$ cat src/rtl/strobe_pkg.sv
package strobe_pkg;

  typedef enum logic [1:0] {
    SEQ_IDLE   = 2'd0,
    SEQ_STROBE = 2'd1,
    SEQ_DONE   = 2'd2
  } seq_state_e;

  // Cycles needed to cover (base + step*code) ns at the given period, rounded up.
  function automatic int unsigned width_cycles(input int unsigned base_ns,
                                               input int unsigned step_ns,
                                               input int unsigned code,
                                               input int unsigned period_ps);
    int unsigned w_ps;
    w_ps = (base_ns + step_ns * code) * 1000;
    return (w_ps + period_ps - 1) / period_ps;
  endfunction

endpackage

$ cat src/rtl/strobe_width_lut.sv
module strobe_width_lut
  import strobe_pkg::*;
#(
  parameter int unsigned BASE_NS       = 180,
  parameter int unsigned STEP_NS       = 120,
  parameter int unsigned CLK_PERIOD_PS = 8000,
  parameter int unsigned CODE_W        = 2,
  parameter int unsigned CNT_W         = 7
) (
  input  logic [CODE_W-1:0] code_i,
  output logic [CNT_W-1:0]  cycles_o
);

  localparam int unsigned N_CODES = 1 << CODE_W;

  logic [CNT_W-1:0] len_tbl [N_CODES];

  for (genvar g = 0; g < N_CODES; g++) begin : g_len
    localparam int unsigned RAW = width_cycles(BASE_NS, STEP_NS, g, CLK_PERIOD_PS);
    // a zero-length entry would collapse the strobe; floor at one cycle
    localparam int unsigned LEN = (RAW == 0) ? 1 : RAW;
    assign len_tbl[g] = CNT_W'(LEN);
  end

  assign cycles_o = len_tbl[code_i];

endmodule

$ cat src/rtl/strobe_cfg_reg.sv
module strobe_cfg_reg #(
  parameter int unsigned CODE_W = 2,
  parameter int unsigned REG_W  = 8
) (
  input  logic              clk_i,
  input  logic              rst_ni,
  input  logic              we_i,
  input  logic [REG_W-1:0]  wdata_i,
  output logic [REG_W-1:0]  rdata_o,
  output logic [CODE_W-1:0] code_o
);

  localparam int unsigned LOCK_BIT = REG_W - 1;
  localparam int unsigned RSVD_W   = REG_W - 1 - CODE_W;

  logic [CODE_W-1:0] code_q;
  logic              lock_q;

  always_ff @(posedge clk_i or negedge rst_ni) begin
    if (!rst_ni) begin
      code_q <= '0;
      lock_q <= 1'b0;
    end else if (we_i && !lock_q) begin
      code_q <= wdata_i[CODE_W-1:0];
      lock_q <= wdata_i[LOCK_BIT];
    end
  end

  assign code_o  = code_q;
  assign rdata_o = {lock_q, {RSVD_W{1'b0}}, code_q};

  assert_lock_sticky_R8: assert property (@(posedge clk_i) disable iff (!rst_ni)
    lock_q |=> lock_q);

  assert_locked_write_ignored_R7: assert property (@(posedge clk_i) disable iff (!rst_ni)
    (lock_q && we_i) |=> $stable(rdata_o));

endmodule

$ cat src/rtl/strobe_seq.sv
module strobe_seq
  import strobe_pkg::*;
#(
  parameter int unsigned CNT_W = 7
) (
  input  logic             clk_i,
  input  logic             rst_ni,
  input  logic             start_i,
  input  logic             dir_wr_i,
  input  logic [CNT_W-1:0] len_i,
  output logic             rd_n_o,
  output logic             wr_n_o,
  output logic             wait_o,
  output logic             done_o
);

  seq_state_e       state_q;
  logic [CNT_W-1:0] cnt_q;
  logic             dir_q;

  always_ff @(posedge clk_i or negedge rst_ni) begin
    if (!rst_ni) begin
      state_q <= SEQ_IDLE;
      cnt_q   <= '0;
      dir_q   <= 1'b0;
    end else begin
      unique case (state_q)
        SEQ_IDLE: if (start_i) begin
          state_q <= SEQ_STROBE;
          dir_q   <= dir_wr_i;
          cnt_q   <= (len_i == '0) ? '0 : len_i - CNT_W'(1);
        end
        SEQ_STROBE: begin
          if (cnt_q == '0) state_q <= SEQ_DONE;
          else             cnt_q   <= cnt_q - CNT_W'(1);
        end
        SEQ_DONE: state_q <= SEQ_IDLE;
        default:  state_q <= SEQ_IDLE;
      endcase
    end
  end

  assign rd_n_o = !((state_q == SEQ_STROBE) && !dir_q);
  assign wr_n_o = !((state_q == SEQ_STROBE) &&  dir_q);
  assign wait_o = (state_q == SEQ_STROBE);
  assign done_o = (state_q == SEQ_DONE);

  assert_wait_tracks_strobe_R3: assert property (@(posedge clk_i) disable iff (!rst_ni)
    wait_o == (!rd_n_o || !wr_n_o));

  assert_one_strobe_R5: assert property (@(posedge clk_i) disable iff (!rst_ni)
    !(!rd_n_o && !wr_n_o));

  assert_dir_held_R5: assert property (@(posedge clk_i) disable iff (!rst_ni)
    (wait_o && cnt_q != '0) |=> ($stable(rd_n_o) && $stable(wr_n_o)));

  assert_done_after_strobe_R4: assert property (@(posedge clk_i) disable iff (!rst_ni)
    (wait_o && cnt_q == '0) |=> (done_o && rd_n_o && wr_n_o));

  assert_done_single_R4: assert property (@(posedge clk_i) disable iff (!rst_ni)
    done_o |=> (!done_o && !wait_o));

  assert_no_restart_R10: assert property (@(posedge clk_i) disable iff (!rst_ni)
    (wait_o && cnt_q != '0) |=> (wait_o && cnt_q == $past(cnt_q) - CNT_W'(1)));

endmodule

$ cat src/rtl/strobe_wait_gen.sv
module strobe_wait_gen
  import strobe_pkg::*;
#(
  parameter int unsigned BASE_NS       = 180,
  parameter int unsigned STEP_NS       = 120,
  parameter int unsigned CLK_PERIOD_PS = 8000,
  parameter int unsigned CODE_W        = 2,
  parameter int unsigned REG_W         = 8
) (
  input  logic             clk_i,
  input  logic             rst_ni,
  input  logic             cfg_we_i,
  input  logic [REG_W-1:0] cfg_wdata_i,
  output logic [REG_W-1:0] cfg_rdata_o,
  input  logic             start_i,
  input  logic             dir_wr_i,
  output logic             rd_n_o,
  output logic             wr_n_o,
  output logic             wait_o,
  output logic             done_o
);

  localparam int unsigned MAX_CODE = (1 << CODE_W) - 1;
  localparam int unsigned MAX_CYC  = width_cycles(BASE_NS, STEP_NS, MAX_CODE, CLK_PERIOD_PS);
  localparam int unsigned CNT_W    = $clog2(MAX_CYC + 2);

  logic [CODE_W-1:0] code;
  logic [CNT_W-1:0]  len;

  strobe_cfg_reg #(
    .CODE_W (CODE_W),
    .REG_W  (REG_W)
  ) u_cfg (
    .clk_i   (clk_i),
    .rst_ni  (rst_ni),
    .we_i    (cfg_we_i),
    .wdata_i (cfg_wdata_i),
    .rdata_o (cfg_rdata_o),
    .code_o  (code)
  );

  strobe_width_lut #(
    .BASE_NS       (BASE_NS),
    .STEP_NS       (STEP_NS),
    .CLK_PERIOD_PS (CLK_PERIOD_PS),
    .CODE_W        (CODE_W),
    .CNT_W         (CNT_W)
  ) u_lut (
    .code_i   (code),
    .cycles_o (len)
  );

  strobe_seq #(
    .CNT_W (CNT_W)
  ) u_seq (
    .clk_i    (clk_i),
    .rst_ni   (rst_ni),
    .start_i  (start_i),
    .dir_wr_i (dir_wr_i),
    .len_i    (len),
    .rd_n_o   (rd_n_o),
    .wr_n_o   (wr_n_o),
    .wait_o   (wait_o),
    .done_o   (done_o)
  );

  // Reserved field must never read back set.
  assert_rsvd_zero_R9: assert property (@(posedge clk_i) disable iff (!rst_ni)
    cfg_rdata_o[REG_W-2:CODE_W] == '0);

endmodule

$ cat config.mk
export PLATFORM = sky130hd
export DESIGN_NAME = strobe_wait_gen
export DESIGN_NICKNAME = d
export VERILOG_FILES = /design/src/rtl/strobe_pkg.sv /design/src/rtl/strobe_width_lut.sv /design/src/rtl/strobe_cfg_reg.sv /design/src/rtl/strobe_seq.sv /design/src/rtl/strobe_wait_gen.sv
export SDC_FILE = /design/constraint.sdc
export NUM_CORES = 1
export LEC_CHECK = 0
export CORE_MARGIN = 2
export CORE_UTILIZATION = 41
export CTS_CLUSTER_DIAMETER = 60
export DETAILED_ROUTE_END_ITERATION = 10
export PLACE_DENSITY = 0.74
export RECOVER_POWER = 100
export SLEW_MARGIN = 10
export SYNTH_ARGS = -nofsm -noshare
export SYNTH_HDL_FRONTEND = slang
export SYNTH_SLANG_ARGS = --single-unit
$ cat constraint.sdc
create_clock -name clk_i -period 1.42 [get_ports clk_i]
set_input_delay 0.426 -clock clk_i [delete_from_list [all_inputs] [get_ports clk_i]]
set_output_delay 0.426 -clock clk_i [all_outputs]
set_load 0.01 [all_outputs]
==> key figures, run 1 <==
Layout
  • Sequential cell area: 325.3 µm²
  • ANT cells: 0
  • Multi-input logic area: 596.8 µm²
  • Fin nets: 147
  • Share of layout cells above drive strength 1: 44.88%
  • Filler cells: 158
  • Syn-to-layout area delta: 59.06%

Global routing
  • Tot GR Track Use: 21.74%
  • First-pass GRT wire length: 4050 µm
  • Global route overflow: 0
  • Vias in the first global route: 884
  • Initial antenna violation count: 0
  • Largest net degree at the start of global routing: 14

STA
  • Max-slew violations: 0
  • Hold slack: 0.4901 ns
  • Final Hold Viols: 0
  • Final min period: 1.537 ns
  • Tcrit/Tclk final: 108.3%
  • Worst Max-Slew Pin Slew: 0.7560 ns
  • Clock Skews: 0.0006596 ns
  • Max Freq: 0.6505 GHz
  • RSZ-0062 raised after global routing: yes
  • Setup ws final: -0.1174 ns
  • Relative slew slack: 49.60%
  • Setup violators final: 10

Die
  • Core Footprint: 0.001962 mm²
  • Die ar.: 0.002469 mm²
  • Die X: 49.69 µm
  • Row count: 16
  • Initial Util: 43.62%
  • I/O pin count: 25
  • Chip height: 49.69 µm

Critical path
  • WS Path Type: reg2reg
  • Crit Path Max Fanout: 3
  • Critical path arrival: 1.69 ns
  • CP endpoint kind: flip-flop
  • CP top delay family: simple AND/OR/NAND/NOR gates
  • Worst Path Required: 1.57 ns
  • Crit-path slowest cell: dfrtp_1
  • Worst stage delay on the critical path: 0.40 ns
  • Crit-path cells: inv_2, ha_2, or3b_4, o311ai_2, nand3_1
  • Crit path buf inv count: 1
  • Critical Path Source Type: flip-flop

Synthesis
  • Synth area leader: dfrtp_1
  • Number of synthesized flops with an enable pin: 0
  • Avg Cell Area, Syn: 9.951 µm²
  • Seq/Total Area, Yosys: 38.01%
  • Most used DFF post-synth: dfrtp_1
  • Post-synth cell types: 32
  • Largest family of logic cells by synthesized area: simple AND/OR/NAND/NOR gates
  • Top post-synthesis cells by area: dfrtp_1 38%, ha_1 8.8%, buf_4 6.1%
  • Top-area cell type share of the netlist area: 38.01%
  • Number of synthesized register bits: 13
  • Gate Count Post-Synth: 86
  • Synth Area in Simple Gates: 22.81%
  • Post-synthesis instance area: 855.8 µm²
  • Post-Synth XOR/XNOR Area: 0%
  • Area share of fa/ha/maj cells after synthesis: 8.772%
  • Mux contribution to synthesized area: 1.316%
  • Compound-gate portion of the synthesized area: 19.01%
  • Ys Warns: 0
  • Ys async rst share: 100.0%

CTS
  • Worst-path clk slew: 0.09 ns
  • CTS tree: done
  • Bufs on Longest Clock Path: 2
  • CTS Buf Count: 3
  • Worst-skew pair later-pin latency: 0.27 ns
  • Htree depth: 1
  • # hold bufs at CTS: 0
  • Root Driver: clkbuf_4
  • Clock tree sinks: 13

Worst hold path
  • Hold WC Path Type: reg2reg

Drt
  • Routed length per instance: 15.05 µm
  • Number of vias per cell: 5.266
  • Detailed-route wire length: 2318 µm
  • Vias: 811
  • DRC Markers: 0
  • Starting DRC count in detailed routing: 22
  • ANT nets after route: 0
  • Pre-antenna DRT Iters: 4

Status
  • Status: complete, but fails checks
  • Failing checks: setup timing

Place
  • Post-DP HPWL: 1687 µm
  • PortBufs: 14
  • Dpl ws: -0.2936 ns
  • Routability cong.: 0.8345

Power and ir drop
  • Pwr dens: 2176 mW/mm²
  • Leak: 0.6007 nW
  • Max VDD drop: 1.153 mV
  • Pwr Total: 0.002963 W

Job
  • Max Cap Viol: 0
==> routing by layer <==
layer	part of all wire [%]	GRT usage (%)
met1	40	24.76
met2	54	38.67
met3	4.2	4.848
met4	1.9	9.259
met5	0	0
==> worst paths after layout <==
check,slack (ns),end,startpoint,cells past startpoint
max,-0.12,u_seq.cnt_q[6]$_DFFE_PN0P_,u_seq.cnt_q[0]$_DFFE_PN0P_,5
max reg2reg,-0.12,u_seq.cnt_q[6]$_DFFE_PN0P_,u_seq.cnt_q[0]$_DFFE_PN0P_,5
min,0.49,u_cfg.lock_q$_DFFE_PN0P_,u_cfg.lock_q$_DFFE_PN0P_,1
min reg2reg,0.49,u_cfg.lock_q$_DFFE_PN0P_,u_cfg.lock_q$_DFFE_PN0P_,1
max in group asynchronous,0.29,u_seq.cnt_q[0]$_DFFE_PN0P_,rst_ni,2
min in group asynchronous,0.66,u_seq.cnt_q[3]$_DFFE_PN0P_,rst_ni,2
==> cell families (layout without fill, tap and decap cells) <==
| group | after synthesis | in the layout |
|---|---|---|
| buffers and inverters | 15 | 52 |
| and+or+nand+nor | 29 | 29 |
| AOI/OAI and AO/OA | 21 | 21 |
| DFF | 13 | 13 |
| muxes | 1 | 1 |
| adders and majority gates | 6 | 6 |
| other | 1 | 5 |
==> layout by cell type (no fill, tap or decap), types with 3 or more instances in the layout <==
cell type and n:
dfrtp_1 13, buf_6 8, nand2_1 3, ha_1 3
inv_2 3, a211o_1 3, clkbuf_1 3, conb_1 5
nor2_1 3, clkbuf_4 3, buf_4 20, clkdlybuf4s50_1 5
inv_1 4, nand2b_1 3, o21ai_0 3
==> through the flow <==
stage          std cells  util [%]  instance area [µm²]  TNS (ns)
2_1_floorplan         90         -                885.9   -0.1232
3_3_place_gp         144     58.99                 1157    -2.404
3_5_place_dp         144     58.99                 1157    -2.877
4_1_cts              152     64.29                 1261   -0.5793
5_1_grt              154     69.39                 1361    -1.226
6_report             154     69.39                 1361   -0.7130
==> power by group <==
group	switching (W)	internal, W
Combinational	0.000918	0.00111
Clock	0.000129	0.000109
Sequential	0.000177	0.000523
==> state kept, by name (all words and copies together), names as in the netlist <==
signal,cells
u_cfg.code_o,2
u_cfg.lock_q,1
u_seq.cnt_q,7
u_seq.dir_q,1
u_seq.state_q,2
==> Yosys cell counts (all sizes together), types with 2 or more instances <==
cell / n
nor4bb: 2
ha: 6
inv: 8
a211o: 3
nand2: 5
o311ai: 2
nand2b: 5
buf: 7
nand4: 2
nand3: 2
nor2: 4
o21ai: 4
nor3b: 3
nor2b: 2
dfrtp: 13
a21oi: 2
==> layout make-up <==
cell class                 count  share of cell area, %
tap                           27                  2.482
multi-input combinational     62                  43.84
clock buffer                   4                  1.930
sequential                    13                  23.90
timing repair buffer          40                  25.28
inverter                       8                  2.574
==> what timing repair did <==
item                                    4_1_cts  5_1_grt
buffers inserted                              4        2
resized for setup                            35       23
pin swaps                                     5        5
endpoints found under the setup margin       16       17
cloned                                        0        0
(Power assumes the default switching activity.)
==> run 2: changes to the inputs <==
Settings changed: CORE_UTILIZATION 41 to 45, PLACE_DENSITY 0.74 to 0.77.
Clock period 1.42 ns to 1.5 ns, I/O delays scaled along.
==> key figures, run 2 (synthesized netlist as in run 1, its figures left out) <==
CTS
  • # hold bufs at CTS: 0
  • Root Driver: clkbuf_4
  • Bufs on Longest Clock Path: 2
  • CTS tree: done
  • Worst-path clk slew: 0.09 ns
  • Worst-skew pair later-pin latency: 0.27 ns
  • Clock tree sinks: 13
  • Htree depth: 1
  • CTS Buf Count: 3

Job
  • Max Cap Viol: 0

Global routing
  • Global route overflow: 0
  • Initial antenna violation count: 0
  • First-pass GRT wire length: 3463 µm
  • Largest net degree at the start of global routing: 14
  • Vias in the first global route: 776
  • Tot GR Track Use: 21.89%

Critical path
  • Worst stage delay on the critical path: 0.47 ns
  • Worst R2R Start: u_seq.cnt_q[1]$_DFFE_PN0P_
  • Crit. Startpoint: u_seq.cnt_q[1]$_DFFE_PN0P_
  • R2r setup slk: -0.07 ns
  • Crit-path slowest cell: or4b_4
  • WS Path Type: reg2reg
  • FF-to-FF path depth: 5
  • Worst Path Required: 1.65 ns
  • Setup crit end: u_seq.cnt_q[2]$_DFFE_PN0P_
  • CP endpoint kind: flip-flop
  • Crit Path Max Fanout: 3
  • Crit-path cells: inv_2, ha_4, or4b_4, o2111ai_2, o311ai_1
  • Critical Path Source Type: flip-flop
  • Capturing point of the worst reg2reg path: u_seq.cnt_q[2]$_DFFE_PN0P_
  • Critical path arrival: 1.72 ns

Place
  • Routability cong.: 0.8477
  • Area post-placement: 0.001145 mm²
  • Placed insts: 141
  • PortBufs: 14
  • Post-DP HPWL: 1621 µm

STA
  • Worst Max-Slew Pin Slew: 0.7551 ns
  • Setup violators final: 7
  • Relative slew slack: 49.66%
  • Max-slew violations: 0
  • Tcrit/Tclk final: 104.8%
  • Final Hold Viols: 0
  • RSZ-0062 raised after global routing: yes
  • Sum Neg Setup Slack: -0.1968 ns
  • Setup ws final: -0.07161 ns
  • Final min period: 1.572 ns
  • Hold slack: 0.4890 ns
  • Clock Skews: 0.005157 ns
  • Max Freq: 0.6363 GHz

Drt
  • Detailed-route wire length: 2245 µm
  • ANT nets after route: 0
  • Met3 wire len: 61 µm
  • Number of vias per cell: 5.336
  • Pre-antenna DRT Iters: 4
  • DRC Markers: 0
  • Met2 routed WL: 1267 µm
  • Wl on met1: 916 µm
  • Routed length per instance: 14.77 µm
  • Vias: 811
  • Starting DRC count in detailed routing: 8
  • DR top layer: met3

Layout
  • Fin nets: 147
  • Design area: 0.001276 mm²
  • Share of layout cells above drive strength 1: 37.80%
  • Most frequent cells in the layout: 23 x buf_4, 13 x dfrtp_1, 5 x inv_1, 5 x conb_1, 5 x clkdlybuf4s50_1
  • Syn-to-layout area delta: 49.12%
  • ANT cells: 0
  • Filler cells: 134
  • Max FFs per register: 7
  • Commonest non-fill, non-tap cell in the layout: buf_4
  • Final Core Density: 72.34%
  • Layout Cells excl Fill: 152
  • Top reg by flops: u_seq.cnt_q

Die
  • Die ar.: 0.002267 mm²
  • Initial Util: 48.51%
  • Core Footprint: 0.001764 mm²
  • Row count: 15
  • Die X: 47.61 µm
  • Chip height: 47.61 µm
  • I/O pin count: 25

Status
  • Failing checks: setup timing
  • Status: complete, but fails checks

Power and ir drop
  • Leak: 0.5762 nW
  • Max VDD drop: 1.170 mV
  • Pwr dens: 2049 mW/mm²

Worst hold path
  • Hold WC Path Type: reg2reg
## run 2: report_power, final
| group | internal, W | switching, W |
|---|---|---|
| Sequential | 0.000494 | 0.000191 |
| Clock | 0.000103 | 0.000123 |
| Combinational | 0.000933 | 0.000771 |
| Total | 0.00153 | 0.00108 |
## run 2: what timing repair did
action / CTS / global route
setup endpoints to repair: 11 / 9
setup buffers: 5 / 2
pin swaps: 3 / 3
gates cloned: 0 / 0
gates resized for setup: 28 / 11
## run 2: metal layers
metal | global-route usage [%] | vias up
met5 | 0 | -
met4 | 3.243 | 0
met3 | 2.264 | 0
met2 | 42.16 | 20
met1 | 26.64 | 407
li1 | - | 384
## run 2: metrics by stage
stage	worst slack (ns)	total power, W
finish	-0.07161	0.002615
global placement	-0.2281	0.002042
floorplan	0.0002357	0.001454
detailed placement	-0.2880	0.002115
global route	-0.1087	0.002786
CTS	-0.06560	0.002487
## run 2: worst min-delay path by stage
stage	startpoint	end	slack, ns	depth (start not counted)
after detailed placement	u_cfg.lock_q$_DFFE_PN0P_	u_cfg.lock_q$_DFFE_PN0P_	0.48	1
after global routing	u_cfg.lock_q$_DFFE_PN0P_	u_cfg.lock_q$_DFFE_PN0P_	0.52	1
final	u_cfg.lock_q$_DFFE_PN0P_	u_cfg.lock_q$_DFFE_PN0P_	0.49	1
after CTS	rst_ni	u_seq.cnt_q[3]$_DFFE_PN0P_	0.47	2
after floorplan	rst_ni	u_cfg.code_o[0]$_DFFE_PN0P_	0.15	0
after global placement	u_cfg.lock_q$_DFFE_PN0P_	u_cfg.lock_q$_DFFE_PN0P_	0.47	1
## run 2: final cells by class
type / count / area, µm² / area share, %
clock buffers: 4 / 26.28 / 2.059
inverters: 8 / 32.53 / 2.549
multi-input cells: 62 / 533.0 / 41.76
flip-flops and latches: 13 / 325.3 / 25.49
well taps: 25 / 31.28 / 2.451
repair buffers: 40 / 327.8 / 25.69
## run 2: critical path, delay by kind of cell (launching register included)
family,cells,cell delay [ns]
adders and majority gates,1,0.15
DFF,1,0.40
buffers and inverters,1,0.11
and+or+nand+nor,1,0.47
AOI/OAI and AO/OA,2,0.32
==> run 3: changes to the inputs <==
Clock period 1.5 ns to 1.71 ns, I/O delays scaled along.
==> key figures, run 3 (synthesized netlist as in run 1, its figures left out) <==
Status
  • Status: completed

Drt
  • Vias: 743
  • Number of vias per cell: 5.345
  • ANT nets after route: 0
  • Pre-antenna DRT Iters: 4
  • Starting DRC count in detailed routing: 19
  • Routed length per instance: 13.95 µm
  • DRC Markers: 0
  • Detailed-route wire length: 1939 µm

Critical path
  • Crit-path cells: nand2b_4, inv_4, clkdlybuf4s15_1
  • Worst Path Required: 1.20 ns
  • Crit Path Max Fanout: 4
  • Worst path depth: 3
  • Worst stage delay on the critical path: 0.39 ns
  • Crit-path slowest cell: dfrtp_1
  • Crit path buf inv count: 2
  • WS Path Type: reg2out
  • Critical Path Source Type: flip-flop
  • CP top delay family: flip-flops
  • FF-to-FF path depth: 5
  • Critical path arrival: 1.12 ns
  • CP endpoint kind: output pin

Layout
  • Top reg by flops: u_seq.cnt_q
  • Fin nets: 134
  • Share of layout cells above drive strength 1: 19.30%
  • Final Core Density: 62.84%
  • Syn-to-layout area delta: 29.53%
  • ANT cells: 0
  • Most frequent cells in the layout: 13 x dfrtp_1, 11 x buf_4, 7 x inv_1
  • Max FFs per register: 7
  • Commonest non-fill, non-tap cell in the layout: dfrtp_1

Power and ir drop
  • Int Power: 0.001094 W
  • Clock share of power: 10.1%
  • Leak: 0.4915 nW
  • Switching Share: 42.77%
  • Seq pwr share: 30.4%
  • Max VDD drop: 0.7897 mV
  • Psw: 0.0008175 W
  • Pwr dens: 1724 mW/mm²
  • Logic pwr share: 59.5%
  • Pwr Total: 0.001911 W

STA
  • Setup ws final: 0.07536 ns
  • Tcrit/Tclk final: 95.59%
  • Max Freq: 0.6118 GHz
  • Max-slew violations: 0
  • Sum Neg Setup Slack: 0 ns
  • RSZ-0062 raised after global routing: no
  • Hold slack: 0.4947 ns
  • Setup violators final: 0
  • Worst Max-Slew Pin Slew: 0.7372 ns
  • Final Hold Viols: 0
  • Final min period: 1.635 ns
  • Relative slew slack: 50.85%
  • Clock Skews: 0.003826 ns

Place
  • Routability cong.: 0.9101
  • Dpl ws: -0.1105 ns
  • Post-DP HPWL: 1506 µm
  • PortBufs: 14

CTS
  • Root Driver: clkbuf_4
  • CTS Buf Count: 3
  • # hold bufs at CTS: 0
  • Worst-skew pair later-pin latency: 0.28 ns
  • Htree depth: 1
  • Clock tree sinks: 13
  • Worst-path clk slew: 0.08 ns
  • CTS tree: done
  • Bufs on Longest Clock Path: 2

Global routing
  • Initial antenna violation count: 0
  • First-pass GRT wire length: 3167 µm
  • Tot GR Track Use: 20.43%
  • Vias in the first global route: 692
  • Largest net degree at the start of global routing: 14
  • Global route overflow: 0

Die
  • Chip height: 47.61 µm
  • Initial Util: 48.51%
  • Row count: 15
  • Die ar.: 0.002267 mm²
  • Core Footprint: 0.001764 mm²
  • Die X: 47.61 µm
  • I/O pin count: 25

Worst hold path
  • Hold path depth: 1
  • Hold WC Path Type: reg2reg

Job
  • Max Cap Viol: 0
-- run 3: cell types whose count changed in the layout (fill, tap and decap cells not counted), sizes merged --
| cell | change |
|---|---|
| clkbuf | +3 |
| dlygate4sd3 | +1 |
| clkdlybuf4s15 | +1 |
| clkdlybuf4s25 | +1 |
| buf | -17 |
| clkdlybuf4s50 | -1 |
| dlygate4sd2 | -1 |
-- run 3: worst register-to-register path: cells and delay by family (launching register included) --
kind | cells | cell delay [ns]
AOI/OAI and AO/OA | 2 | 0.30
and+or+nand+nor | 1 | 0.47
adders and majority gates | 1 | 0.17
DFF | 1 | 0.40
buffers and inverters | 1 | 0.13
-- run 3: layout make-up --
type                            instances  area [µm²]
Clock buffer                            4       26.28
Multi-Input combinational cell         62       483.0
Timing Repair Buffer                   27       210.2
Fill cell                             165       655.6
Inverter                                8       32.53
Sequential cell                        13       325.3
Tap cell                               25       31.28
-- run 3: final timing paths --
path,slack (ns),end,startpoint
worst max register to register,0.11,u_seq.cnt_q[2]$_DFFE_PN0P_,u_seq.cnt_q[1]$_DFFE_PN0P_
min in group asynchronous,0.80,u_seq.cnt_q[4]$_DFFE_PN0P_,rst_ni
worst min register to register,0.49,u_cfg.lock_q$_DFFE_PN0P_,u_cfg.lock_q$_DFFE_PN0P_
max in group asynchronous,0.45,u_seq.cnt_q[2]$_DFFE_PN0P_,rst_ni
worst max-delay path,0.08,wait_o,u_seq.state_q[1]$_DFFE_PN0P_
worst min-delay path,0.49,u_cfg.lock_q$_DFFE_PN0P_,u_cfg.lock_q$_DFFE_PN0P_
-- run 3: timing repair --
action                     4_1_cts  5_1_grt
setup endpoints to repair        7        8
gates resized for setup         13        7
buffers inserted                 2        0
cloned                           0        0
-- run 3: per-layer routing --
metal | GRT usage, % | routed length, µm | vias to the layer above
li1 | - | - | 359
met4 | 6.486 | 20 | 0
met5 | 0 | 0 | -
met3 | 3.396 | 96 | 2
met2 | 33.24 | 976 | 22
met1 | 27.78 | 845 | 360
-- run 3: power groups by stage --
stage | clock network [W] | registers, W | logic (W)
2_1_floorplan | 0 | 0.000578 | 0.000671
3_3_place_gp | 0 | 0.000578 | 0.00107
3_5_place_dp | 0 | 0.000587 | 0.00111
6_report | 0.000193 | 0.000580 | 0.00114
4_1_cts | 0.000198 | 0.000579 | 0.00114
5_1_grt | 0.000218 | 0.000597 | 0.00125
-- run 3: per-stage QoR --
stage / cells / area, µm²
floorplan: 90 / 870.8
global placement: 133 / 1072
detailed placement: 133 / 1072
CTS: 139 / 1121
global route: 139 / 1109
finish: 139 / 1109
